===== config.mk =====
export PLATFORM = sky130hd
export DESIGN_NAME = rnd_unit
export DESIGN_NICKNAME = d
export VERILOG_FILES = /design/src/rtl/rnd_pkg.sv /design/src/rtl/rnd_split.sv /design/src/rtl/rnd_decide.sv /design/src/rtl/rnd_add.sv /design/src/rtl/rnd_unit.sv
export SDC_FILE = /design/constraint.sdc
export NUM_CORES = 1
export LEC_CHECK = 0
export ABC_AREA = 1
export ABC_CLOCK_PERIOD_IN_PS = 7400
export BUFFER_PORTS_ARGS = -buffer_cell sky130_fd_sc_hd__buf_2
export CORE_MARGIN = 4
export CORE_UTILIZATION = 52
export CTS_CLUSTER_SIZE = 14
export DETAILED_ROUTE_END_ITERATION = 10
export PLACE_DENSITY_LB_ADDON = 0.3
export SKIP_LAST_GASP = 1
export SYNTH_ARGS = -nofsm -noshare
export SYNTH_HDL_FRONTEND = slang
export SYNTH_SLANG_ARGS = --single-unit

===== constraint.sdc =====
create_clock -name clk -period 7.4 [get_ports clk]
set_clock_uncertainty 0.15 [all_clocks]
set_input_delay 1.85 -clock clk [delete_from_list [all_inputs] [get_ports clk]]
set_output_delay 1.85 -clock clk [all_outputs]
set_load 0.01 [all_outputs]

===== src/rtl/rnd_pkg.sv =====
package rnd_pkg;

  typedef enum logic [1:0] {
    RM_NEAREST = 2'b00,
    RM_NEG_INF = 2'b01,
    RM_POS_INF = 2'b10,
    RM_ZERO    = 2'b11
  } rmode_e;

  localparam int RC_LSB = 10;

  function automatic rmode_e mode_of(input logic [15:0] cw);
    return rmode_e'(cw[RC_LSB+1:RC_LSB]);
  endfunction

endpackage


===== src/rtl/rnd_split.sv =====
module rnd_split #(
  parameter int FRAC  = 10,
  parameter int KEEPW = 4
) (
  input  logic [FRAC:0]      sig,
  input  logic [2:0]         grs,
  input  logic [KEEPW-1:0]   keep,
  output logic [FRAC:0]      trunc_sig,
  output logic [FRAC:0]      low_mask,
  output logic [FRAC:0]      unit_val,
  output logic               lsb,
  output logic               guard,
  output logic               sticky
);
  localparam int W  = FRAC + 1;
  localparam int EW = FRAC + 4;
  localparam int SW = $clog2(EW) + 1;

  logic [EW-1:0] ext;
  logic [SW-1:0] sh;
  logic [EW-1:0] below_g;

  assign ext = {sig, grs};

  always_comb begin
    if (int'(keep) > FRAC) sh = '0;
    else                   sh = SW'(FRAC - int'(keep));
    low_mask  = (W'(1) << sh) - W'(1);
    unit_val  = W'(1) << sh;
    trunc_sig = sig & ~low_mask;
    lsb       = sig[sh];
    guard     = ext[sh + SW'(2)];
    below_g   = (EW'(1) << (sh + SW'(2))) - EW'(1);
    sticky    = |(ext & below_g);
  end

endmodule


===== src/rtl/rnd_decide.sv =====
module rnd_decide
  import rnd_pkg::*;
(
  input  rmode_e mode,
  input  logic   sign,
  input  logic   lsb,
  input  logic   guard,
  input  logic   sticky,
  output logic   round_up,
  output logic   inexact
);
  always_comb begin
    inexact = guard | sticky;
    unique case (mode)
      RM_NEAREST: round_up = guard & (sticky | lsb);
      RM_NEG_INF: round_up = inexact & sign;
      RM_POS_INF: round_up = inexact & ~sign;
      default:    round_up = 1'b0;
    endcase
  end
endmodule


===== src/rtl/rnd_add.sv =====
module rnd_add #(
  parameter int W = 11
) (
  input  logic [W-1:0] base,
  input  logic [W-1:0] unit_val,
  input  logic         round_up,
  output logic [W-1:0] sum,
  output logic         carry
);
  logic [W:0] wide;
  assign wide  = {1'b0, base} + (round_up ? {1'b0, unit_val} : '0);
  assign sum   = wide[W-1:0];
  assign carry = wide[W];
endmodule


===== src/rtl/rnd_unit.sv =====
module rnd_unit
  import rnd_pkg::*;
#(
  parameter int FRAC  = 10,
  parameter int KEEPW = $clog2(FRAC + 2)
) (
  input  logic              clk,
  input  logic              rst,
  input  logic              in_valid,
  input  logic              in_sign,
  input  logic [FRAC:0]     in_sig,
  input  logic [2:0]        in_grs,
  input  logic [KEEPW-1:0]  in_keep,
  input  logic [15:0]       ctrl_word,
  output logic              out_valid,
  output logic [FRAC:0]     out_sig,
  output logic              out_carry,
  output logic              out_inexact
);
  localparam int W = FRAC + 1;

  rmode_e        mode;
  logic [W-1:0]  trunc_sig, low_mask, unit_val, sum;
  logic          lsb, guard, sticky, round_up, inexact, carry;

  assign mode = mode_of(ctrl_word);

  rnd_split #(.FRAC(FRAC), .KEEPW(KEEPW)) u_split (
    .sig(in_sig), .grs(in_grs), .keep(in_keep),
    .trunc_sig(trunc_sig), .low_mask(low_mask), .unit_val(unit_val),
    .lsb(lsb), .guard(guard), .sticky(sticky)
  );

  rnd_decide u_decide (
    .mode(mode), .sign(in_sign), .lsb(lsb), .guard(guard), .sticky(sticky),
    .round_up(round_up), .inexact(inexact)
  );

  rnd_add #(.W(W)) u_add (
    .base(trunc_sig), .unit_val(unit_val), .round_up(round_up),
    .sum(sum), .carry(carry)
  );

  always_ff @(posedge clk) begin
    if (rst) begin
      out_valid   <= 1'b0;
      out_sig     <= '0;
      out_carry   <= 1'b0;
      out_inexact <= 1'b0;
    end else begin
      out_valid <= in_valid;
      if (in_valid) begin
        out_sig     <= sum;
        out_carry   <= carry;
        out_inexact <= inexact;
      end
    end
  end

  AST_VALID_LAT: assert property (@(posedge clk) disable iff (rst) in_valid |=> out_valid);
  AST_IDLE_LAT: assert property (@(posedge clk) disable iff (rst) !in_valid |=> !out_valid);
  AST_TRUNC_NO_CARRY: assert property (@(posedge clk) disable iff (rst) (in_valid && mode == RM_ZERO) |=> !out_carry);
  AST_EXACT_CLEAN: assert property (@(posedge clk) disable iff (rst) (in_valid && !guard && !sticky) |=> (!out_inexact && !out_carry));
  AST_CARRY_WRAP: assert property (@(posedge clk) disable iff (rst) out_carry |-> (out_sig == '0));
  AST_LOW_CLEAR: assert property (@(posedge clk) disable iff (rst) in_valid |=> ((out_sig & $past(low_mask)) == '0));

endmodule


==> results.cfg <==
[worst_setup_path]
crit_fanout = 10
crit_family = simple AND/OR/NAND/NOR gates
slowest_delay_ns = 0.41
critPathLaunchType = input port
cp.required_ns = 7.39
critical_path_buf_inv_count = 5
slowest_stage = fa_1
arrival_ns = 6.88
worstSetupPathType = in2reg
endpoint_kind = flop

[timing]
fin_crit_ns = 6.90
finalSetupViolCount = 0
worst_pin_slew_ns = 0.518
relSlewSlack_pct = 65.0
max_clock_freq_ghz = 0.145
period_share_pct = 93.2
tns_ns = 0
slew_violations = 0
rsz0062_at_grt = no
final_hold_viol_count = 0

[drt]
finalWirelength_mm = 5.49
post_drt_wl_per_cell_um = 11.7
ant_nets = 0
drt-pass1-iter-count = 5
routed_via_density = 5.39
drc = 0
drt_iter0_drc = 173
vias = 2515

[synth]
netlist.area_leader.share_pct = 12.3
syn-cell-area_mm2 = 0.00228
synth_ff_type = dfxtp_1
ys_ff_latch = 14
synthTopCellsByArea = dfxtp_1 12%, inv_1 11%, nor2_1 10%, ha_1 9.9%, nand2_1 9.1%
syn_nets = 438
yosysTopAreaCell = dfxtp_1
netlist_instances = 381
synthArstFlopShare_pct = 0
synth_edf_count = 0
syn_avg_cell_area_um2 = 5.99
synth.distinct_cells = 43
yosysSeqAreaShare_pct = 12.3
ys_warn_count = 0

[placement]
dp_hpwl_mm = 4.41
io_buffers = 37
gp_congestion = 0.964
place_area_mm2 = 0.00250

[cts]
cts_buffers = 3
ctsRootBufferMaster = clkbuf_8
clock-sinks = 14
clk_pin_slew_ns = 0.06
tritoncts = yes
cts.htree.levels = 1
postCtsSetupBuffers = 0
clockBufferDepth = 2
clock_latency_ns = 0.24

[floorplan]
die_x_um = 74.2
rows = 23
chipHeight_um = 74.2
start_util_pct = 55.4
die-area_mm2 = 0.00551
core_mm2 = 0.00412
pin_count = 52

[min_path]
hold_class = reg2reg

[cells_and_area]
antenna_cells = 0
area_growth_pct = 12.5
drive_gt1_share_pct = 20.4
fin_area_mm2 = 0.00256
num-fill-cells = 410
fin_nets = 475
regArea_um2 = 280
multiInputGateArea_mm2 = 0.00170

[power]
p_sw_uw = 149
powerDensity_mw_per_mm2 = 133
p_int_uw = 193
max-vdd-ir-drop_mv = 0.0952
seq_power_share_pct = 24.3
leakage_uw = 0.00140
switching_share_pct = 43.6
power_frac_clock_pct = 21.5
power_frac_comb_pct = 54.2

[global_routing]
antenna_found_initial = 0
grt_overflow = 0
grt_use_total_pct = 21.0
grt_pass1_wl_mm = 9.57
grt_pass1_vias = 2233
grt_max_degree = 19

[run]
max_cap_violations = 0

[status]
status = completed
-- placed cells by master, fill, tap and decap left out, types with 4 or more instances in the layout --
master / netlist / final
inv_1: 67 / 67
nor2_1: 61 / 61
nand2_1: 55 / 55
buf_2: 2 / 37
nand3_1: 27 / 27
o21ai_0: 24 / 24
a21oi_1: 19 / 19
ha_1: 18 / 17
nor2_2: 15 / 15
dfxtp_1: 14 / 14
nand4_1: 13 / 13
xor2_1: 7 / 6
nand2_2: 5 / 5
o211ai_1: 5 / 5
a22oi_1: 4 / 4
clkbuf_8: 0 / 4
-- worst reg2reg max path: cells and delay by family, from the launching register on --
kind / cells / cell delay, ns
buffers and inverters: 1 / 0.06
flip-flops: 1 / 0.31
AND/OR/NAND/NOR: 2 / 0.15
AO/OA/AOI/OAI: 1 / 0.10
-- through the flow --
stage | total power, uW | cells | worst slack [ns] | utilization [%] | hold WS [ns]
global route | 372 | 467 | 0.0178 | 62.3 | 0.346
floorplan | 223 | 381 | 0.860 | - | 0.336
detailed placement | 266 | 463 | 0.285 | 60.7 | 0.301
global placement | 263 | 463 | 0.386 | 60.7 | 0.299
finish | 342 | 467 | 0.504 | 62.3 | 0.310
CTS | 341 | 467 | 0.488 | 62.1 | 0.311
-- Yosys cell counts (2+ instances only) --
master and number:
nor2_8 2, dfxtp_1 14, nand3_2 3, nand2_1 55, nor2_1 61, a22oi_1 4, o211ai_1 5, inv_1 67
nand2_4 3, nand4_1 13, nor2_2 15, nor2_4 2, nand3_1 27, a21oi_1 19, ha_1 18, xnor2_1 2
nor3_1 2, nand2_2 5, o21ai_0 24, inv_2 3, a31oi_1 2, clkbuf_1 4, buf_2 2, a21oi_2 2
xor2_1 7, o21ai_1 3
-- state kept, by name, summed over array words and instances (netlist names) --
name / flops
out_sig: 11
out_carry: 1
out_inexact: 1
out_valid: 1
-- worst paths after layout --
kind | start | end | cells after the start | slack (ns)
min reg2reg | out_sig[0]$_SDFFE_PP0P_ | out_sig[0]$_SDFFE_PP0P_ | 2 | 0.31
max reg2reg | out_sig[5]$_SDFFE_PP0P_ | out_sig[5]$_SDFFE_PP0P_ | 4 | 6.53
min | out_sig[0]$_SDFFE_PP0P_ | out_sig[0]$_SDFFE_PP0P_ | 2 | 0.31
max | in_keep[0] | out_sig[10]$_SDFFE_PP0P_ | 39 | 0.50
-- timing repair --
item                       4_1_cts  5_1_grt
gates resized for setup          0        2
setup endpoints to repair        0        1
hold buffers                     0        0
-- power by group through the flow --
stage               logic, uW  registers, uW  clock network [uW]
CTS                       182           83.1                75.9
floorplan                 136           87.6                   0
global placement          179           84.6                   0
detailed placement        181           84.8                   0
global route              209           83.8                78.5
finish                    185           83.1                73.3
-- logic make-up after synthesis --
kind of cell | Yosys count | synth area share [%]
AND/OR/NAND/NOR | 192 | 41.5
XOR/XNOR | 9 | 3.46
flip-flops | 14 | 12.3
buffers and inverters | 78 | 13.8
AO/OA/AOI/OAI | 69 | 18.3
adder cells (fa/ha/maj) | 19 | 10.8
-- layout make-up --
type	count	share of cell area, %
multi-input combinational	289	66.1
sequential	14	10.9
tap	50	2.44
clock buffer	4	2.15
inverter	70	10.2
timing repair buffer	40	8.10
-- routing by layer --
metal  track usage [%]  up-vias  wire length, um
met1              29.6     1117             2630
met2              33.2       76             2450
met4              3.16        0               32
li1                  -     1317                -
met3              5.14        5              369
met5                 0        -                0
No activity file was read; power rests on OpenSTA's default activity.
